<file path="src/rtl/fr5b_pkg.sv">
package fr5b_pkg;
    localparam int SYM_W  = 5;
    localparam int NIB_W  = 4;
    localparam int PAIR_W = 2 * SYM_W;
    localparam int WORD_W = 2 * NIB_W + 2;

    typedef enum logic [1:0] {
        LS_NONE   = 2'd0,
        LS_IDLE   = 2'd1,
        LS_SUPER  = 2'd2,
        LS_ACTIVE = 2'd3
    } ls_e;

    localparam logic [PAIR_W-1:0] PAIR_JK   = 10'b11000_10001;
    localparam logic [PAIR_W-1:0] PAIR_IDLE = 10'b11111_11111;

    localparam logic [NIB_W-1:0] NIB_IDLE = 4'b1010;
    localparam logic [NIB_W-1:0] NIB_DELIM = 4'b1101;
    localparam logic [NIB_W-1:0] NIB_END  = 4'b0101;
    localparam logic [NIB_W-1:0] NIB_RST  = 4'b0100;
    localparam logic [NIB_W-1:0] NIB_SET  = 4'b0111;
    localparam logic [NIB_W-1:0] NIB_QUIET = 4'b0000;
    localparam logic [NIB_W-1:0] NIB_HALT = 4'b0001;
    localparam logic [NIB_W-1:0] NIB_BAD  = 4'b0010;
endpackage

</file>
<file path="src/rtl/fr5b_symdec.sv">
module fr5b_symdec
    import fr5b_pkg::*;
(
    input  logic [SYM_W-1:0] code_i,
    output logic [NIB_W-1:0] nib_o,
    output logic             ctl_o,
    output logic             bad_o
);
    always_comb begin
        nib_o = NIB_BAD;
        ctl_o = 1'b1;
        bad_o = 1'b0;
        unique case (code_i)
            5'b11110: begin nib_o = 4'h0; ctl_o = 1'b0; end
            5'b01001: begin nib_o = 4'h1; ctl_o = 1'b0; end
            5'b10100: begin nib_o = 4'h2; ctl_o = 1'b0; end
            5'b10101: begin nib_o = 4'h3; ctl_o = 1'b0; end
            5'b01010: begin nib_o = 4'h4; ctl_o = 1'b0; end
            5'b01011: begin nib_o = 4'h5; ctl_o = 1'b0; end
            5'b01110: begin nib_o = 4'h6; ctl_o = 1'b0; end
            5'b01111: begin nib_o = 4'h7; ctl_o = 1'b0; end
            5'b10010: begin nib_o = 4'h8; ctl_o = 1'b0; end
            5'b10011: begin nib_o = 4'h9; ctl_o = 1'b0; end
            5'b10110: begin nib_o = 4'hA; ctl_o = 1'b0; end
            5'b10111: begin nib_o = 4'hB; ctl_o = 1'b0; end
            5'b11010: begin nib_o = 4'hC; ctl_o = 1'b0; end
            5'b11011: begin nib_o = 4'hD; ctl_o = 1'b0; end
            5'b11100: begin nib_o = 4'hE; ctl_o = 1'b0; end
            5'b11101: begin nib_o = 4'hF; ctl_o = 1'b0; end
            5'b11111: nib_o = NIB_IDLE;
            5'b11000: nib_o = NIB_DELIM;
            5'b10001: nib_o = NIB_DELIM;
            5'b01101: nib_o = NIB_END;
            5'b00111: nib_o = NIB_RST;
            5'b11001: nib_o = NIB_SET;
            5'b00000: nib_o = NIB_QUIET;
            5'b00100: nib_o = NIB_HALT;
            default:  bad_o = 1'b1;
        endcase
    end
endmodule

</file>
<file path="src/rtl/fr5b_lstate.sv">
module fr5b_lstate
    import fr5b_pkg::*;
#(
    parameter int SUPER_RUN = 8
) (
    input  logic       clk_i,
    input  logic       rst_ni,
    input  logic       pair_vld_i,
    input  logic       pair_idle_i,
    input  logic       pair_jk_i,
    output logic [1:0] state_o,
    output logic       change_o
);
    localparam int RUN_W = $clog2(SUPER_RUN + 1);
    localparam logic [RUN_W-1:0] RUN_MAX = RUN_W'(SUPER_RUN);

    typedef struct packed {
        ls_e              st;
        logic [RUN_W-1:0] run;
        logic             chg;
    } ls_t;

    ls_t d, q;

    always_comb begin
        logic [RUN_W-1:0] run_n;
        ls_e              st_n;
        d     = q;
        d.chg = 1'b0;
        run_n = q.run;
        st_n  = q.st;
        if (pair_vld_i) begin
            if (pair_jk_i) begin
                run_n = '0;
                st_n  = LS_ACTIVE;
            end else if (pair_idle_i) begin
                run_n = (q.run >= RUN_MAX) ? RUN_MAX : q.run + 1'b1;
                st_n  = (run_n >= RUN_MAX) ? LS_SUPER : LS_IDLE;
            end else begin
                run_n = '0;
            end
        end
        d.run = run_n;
        d.st  = st_n;
        d.chg = (st_n != q.st);
    end

    always_ff @(posedge clk_i) begin
        if (!rst_ni) begin
            q <= '{st: LS_NONE, run: '0, chg: 1'b0};
        end else begin
            q <= d;
        end
    end

    assign state_o  = q.st;
    assign change_o = q.chg;
endmodule

</file>
<file path="src/rtl/fr5b_framer.sv">
module fr5b_framer
    import fr5b_pkg::*;
#(
    parameter int SUPER_RUN = 8
) (
    input  logic        clk_i,
    input  logic        rst_ni,
    input  logic        bit_i,
    input  logic        bit_vld_i,
    input  logic        frame_hold_i,
    output logic [9:0]  word_o,
    output logic        word_vld_o,
    output logic        code_viol_o,
    output logic [1:0]  line_state_o,
    output logic        ls_change_o,
    output logic        realign_o
);
    localparam int PH_W = $clog2(PAIR_W);
    localparam logic [PH_W-1:0] PH_LAST = PH_W'(PAIR_W - 1);

    typedef struct packed {
        logic [PAIR_W-1:0] sr;
        logic [PH_W-1:0]   ph;
        logic [WORD_W-1:0] word;
        logic              wvld;
        logic              viol;
        logic              pend;
        logic              realign;
    } fr_t;

    fr_t d, q;

    logic [PAIR_W-1:0] sr_nx;
    logic [NIB_W-1:0]  nib  [2];
    logic              ctl  [2];
    logic              bad  [2];
    logic              at_edge, jk_seen, jk_take, pair_take;
    logic              ctl_any, bad_any;
    logic [2*NIB_W-1:0] data_w;

    assign sr_nx = {q.sr[PAIR_W-2:0], bit_i};

    for (genvar s = 0; s < 2; s++) begin : g_sym
        fr5b_symdec u_dec (
            .code_i (sr_nx[s*SYM_W +: SYM_W]),
            .nib_o  (nib[s]),
            .ctl_o  (ctl[s]),
            .bad_o  (bad[s])
        );
    end

    assign at_edge   = (q.ph == PH_LAST);
    assign jk_seen   = (sr_nx == PAIR_JK);
    assign jk_take   = jk_seen && (at_edge || !frame_hold_i);
    assign pair_take = bit_vld_i && (at_edge || jk_take);
    assign ctl_any   = ctl[0] | ctl[1];
    assign bad_any   = bad[0] | bad[1];
    assign data_w    = {nib[1], nib[0]};

    always_comb begin
        d         = q;
        d.wvld    = 1'b0;
        d.pend    = 1'b0;
        d.realign = q.pend;
        if (bit_vld_i) begin
            d.sr = sr_nx;
            if (pair_take) begin
                d.ph   = '0;
                d.wvld = 1'b1;
                d.viol = bad_any;
                d.word = {~^{ctl_any, data_w}, ctl_any, data_w};
                d.pend = !at_edge;
            end else begin
                d.ph = q.ph + 1'b1;
            end
        end
    end

    always_ff @(posedge clk_i) begin
        if (!rst_ni) begin
            q <= '0;
        end else begin
            q <= d;
        end
    end

    fr5b_lstate #(.SUPER_RUN(SUPER_RUN)) u_ls (
        .clk_i       (clk_i),
        .rst_ni      (rst_ni),
        .pair_vld_i  (pair_take),
        .pair_idle_i (sr_nx == PAIR_IDLE),
        .pair_jk_i   (jk_seen),
        .state_o     (line_state_o),
        .change_o    (ls_change_o)
    );

    assign word_o      = q.word;
    assign word_vld_o  = q.wvld;
    assign code_viol_o = q.viol;
    assign realign_o   = q.realign;
endmodule

</file>
<file path="config.mk">
export PLATFORM = sky130hd
export DESIGN_NAME = fr5b_framer
export DESIGN_NICKNAME = d
export VERILOG_FILES = /design/src/rtl/fr5b_pkg.sv /design/src/rtl/fr5b_symdec.sv /design/src/rtl/fr5b_lstate.sv /design/src/rtl/fr5b_framer.sv
export SDC_FILE = /design/constraint.sdc
export NUM_CORES = 1
export LEC_CHECK = 0
export BUFFER_PORTS_ARGS = -buffer_cell sky130_fd_sc_hd__buf_2
export CORE_MARGIN = 10
export CORE_UTILIZATION = 50
export DETAILED_ROUTE_END_ITERATION = 16
export PLACE_DENSITY = 0.69
export SYNTH_ARGS = -nofsm -noshare
export SYNTH_HDL_FRONTEND = slang
export SYNTH_HIERARCHICAL = 1
export SYNTH_SLANG_ARGS = --single-unit
</file>
<file path="constraint.sdc">
create_clock -name clk_i -period 5 [get_ports clk_i]
set_input_delay 0 -clock clk_i [delete_from_list [all_inputs] [get_ports clk_i]]
set_output_delay 0 -clock clk_i [all_outputs]
set_load 0.005 [all_outputs]
</file>
==> reports/qor.yml <==
status: "complete, no violations"
gr-usage-met1_pct: 16.7
dpl-instance-area_mm2: 0.00217
numClockSinks: 34
port_buffers: 20
root_buffer: "clkbuf_8"
die_w_um: 86.5
globalRoute.busiestLayer: "met2"
met3_usage_pct: 4.50
fillCellCount: 435
cts-buffers-inserted: 5
drive_gt1_share_pct: 14.2
cp_data_required_time_ns: 5.17
ys_seq_area_share_pct: 30.8
arrival_ns: 2.98
finalInstanceArea_mm2: 0.00231
clockBufferDepth: 2
hpwl_um: 3140
track_usage_pct: 13.1
syn_area_per_cell_um2: 7.99
antenna_found_initial: 0
finalNetCount: 282
finalCriticalPeriod_ns: 2.80
io_pins: 21
grtUsageMet2_pct: 19.9
post_cts_buffers: 0
dr.pass1.iters: 4
dieArea_mm2: 0.00749
crit_chain: "or4_4 -> nor4_4 -> o21ai_1 -> inv_1 -> inv_1 -> o21ai_0 -> nor2_1"
finalHoldViolCount: 0
synth_warnings: 6
holdBufCountCts: 0
finalSetupViolations: 0
yosys.area.top_type: "dfxtp_1"
p_leak_nw: 0.889
drcViolationCount: 0
ys_types: 46
fp-row-count: 24
cts_tree: "done"
drtAntennaViolNets: 0
min_path_type: "input pin to register"
critPathMaxFanout: 19
ctsResizeCount: 0
start_util_pct: 51.2
grt_pass1_vias: 1715
grt_pass1_wl_um: 8210
clock_skew_ns: 0.00654
drv_slew: 0
critPathLaunchType: "register"
gp_congestion: 0.811
netlist_instances: 277
maxCapViolations: 0
worstSetupEndpointType: "register"
area_delta_synth_final_pct: 4.47
stdcell_count: 326
power.density_mw_per_mm2: 270
synth.top_cell.area_share_pct: 30.8
tightestPinTransition_ns: 0.815
timing.slew.headroom_pct: 45.6
timing.setup.tns_ns: 0
slowest_stage: "or4_4"
drt_iter0_markers: 144
via_per_inst: 5.67
worstSkewPairLatency_ns: 0.29
clk_pin_slew_worst_paths_ns: 0.08
netlist_area_mm2: 0.00221
crit_top_cell: "inv_1"
syn_nets: 286
die_h_um: 86.5
vias: 1850
dp.cells: 318
ys_ff_latch: 34
fmax_mhz: 357
antenna_cells: 0
fin_crit_sh_pct: 56.1
wl_per_cell_um: 14.1
synthTopCellsByArea: "dfxtp_1 31%, mux2i_1 5.0%, nor2_1 4.7%"
vdd_drop_max_mv: 0.153
critical_path_class: "register to register"
wl_um: 4590
grt_max_degree: 26
grt.overflow.total: 0
htreeDepth: 2
slowest_delay_ns: 0.64
rsz0062_at_grt: "false"
fp.coreArea_mm2: 0.00432
[synth_stat cells (all sizes together)]
master	number
and3	6
nor2	30
and3b	2
a21oi	15
a41oi	1
buf	26
o21ai	19
clkbuf	5
o21a	3
and2	1
o311ai	1
xor2	6
ha	4
nor3	10
a2111o	1
mux2i	11
o22ai	4
or2	1
a211oi	1
a221oi	2
dfxtp	34
xnor2	8
nand2b	7
inv	11
nor4	1
o21bai	2
o211ai	10
a31oi	7
nand4	4
nand3	14
o311a	1
nand2	20
a2111oi	1
or4	2
xor3	1
nor3b	1
nand3b	1
nor2b	3
[cells in the final DEF, fill, tap and decap left out, types with 2 or more instances in the layout]
master and instances:
dfxtp_1 34, nor2_1 28, nand2_1 20, buf_2 20
a21oi_1 15, nand3_1 14, o21ai_0 14, inv_1 11
mux2i_1 11, o211ai_1 10, nor3_1 8, xnor2_1 8
nand2b_1 7, xor2_1 6, a31oi_1 6, and3_1 6
o21ai_1 5, clkbuf_8 5, nand4_1 4, ha_1 4
o22ai_1 4, o21a_1 3, and3b_1 2, or4_4 2
bufinv_16 2, nor2b_2 2, o21bai_1 2, nor3_2 2
a221oi_1 2, nor2_2 2
[through the flow]
step	total power, W	setup WS [ns]	hold WS, ns	utilization, %
finish	0.000625	2.20	0.0324	53.5
floorplan	0.000316	2.71	0.122	-
detailed placement	0.000323	2.21	0.342	50.3
global route	0.000649	1.89	0.0352	53.5
CTS	0.000630	2.20	0.0341	53.5
global placement	0.000322	2.26	0.342	50.3
[layer usage]
layer / vias up / wire [um]
met4: 0 / 63
met5: - / 0
li1: 958 / -
met3: 6 / 270
met2: 37 / 2110
met1: 849 / 2140
[cells by family after synthesis]
| logic type | Yosys count | share of synthesized area [%] |
|---|---|---|
| adder cells (fa/ha/maj) | 4 | 2.26 |
| XOR/XNOR | 15 | 6.61 |
| flip-flops | 34 | 30.8 |
| buffers and inverters | 42 | 11.1 |
| multiplexers | 11 | 4.97 |
| AO/OA/AOI/OAI | 68 | 19.8 |
| AND/OR/NAND/NOR | 103 | 24.5 |
[sequential cells by signal, indices dropped and copies added, names as in the netlist]
name and count:
code_viol_o 1, d 1, q 13, realign_o 1
u_ls/change_o 1, u_ls/q 4, u_ls/state_o 2, word_o 10
word_vld_o 1
[path summary, 6_finish.rpt]
path	startpoint	end	slack, ns	depth (start not counted)
min	rst_ni	code_viol_o	0.03	2
max reg2reg	q[23]	u_ls/q[2]	2.20	7
min reg2reg	d[0]	realign_o	0.44	1
max	q[23]	u_ls/q[2]	2.20	7
[where the power goes]
part	switching (W)	internal [W]	leakage (nW)
registers	0.00000654	0.000273	0.275
logic	0.0000219	0.0000147	0.546
clock network	0.000109	0.000200	0.0683
total	0.000137	0.000488	0.889
[critical path, delay by kind of cell (launching register included)]
family / cells / cell delay (ns)
flip-flops: 1 / 0.50
AND/OR/NAND/NOR: 3 / 1.19
AO/OA/AOI/OAI: 2 / 0.49
buffers and inverters: 2 / 0.50
[cell type report]
type	count	area, um^2	area share, %
Multi-Input combinational cell	201	1290	55.7
Inverter	11	41.3	1.79
Clock inverter	3	68.8	2.98
Timing Repair Buffer	20	100	4.33
Sequential cell	34	681	29.4
Clock buffer	5	68.8	2.98
Tap cell	52	65.1	2.81
Power figures use the tool's default switching activity.
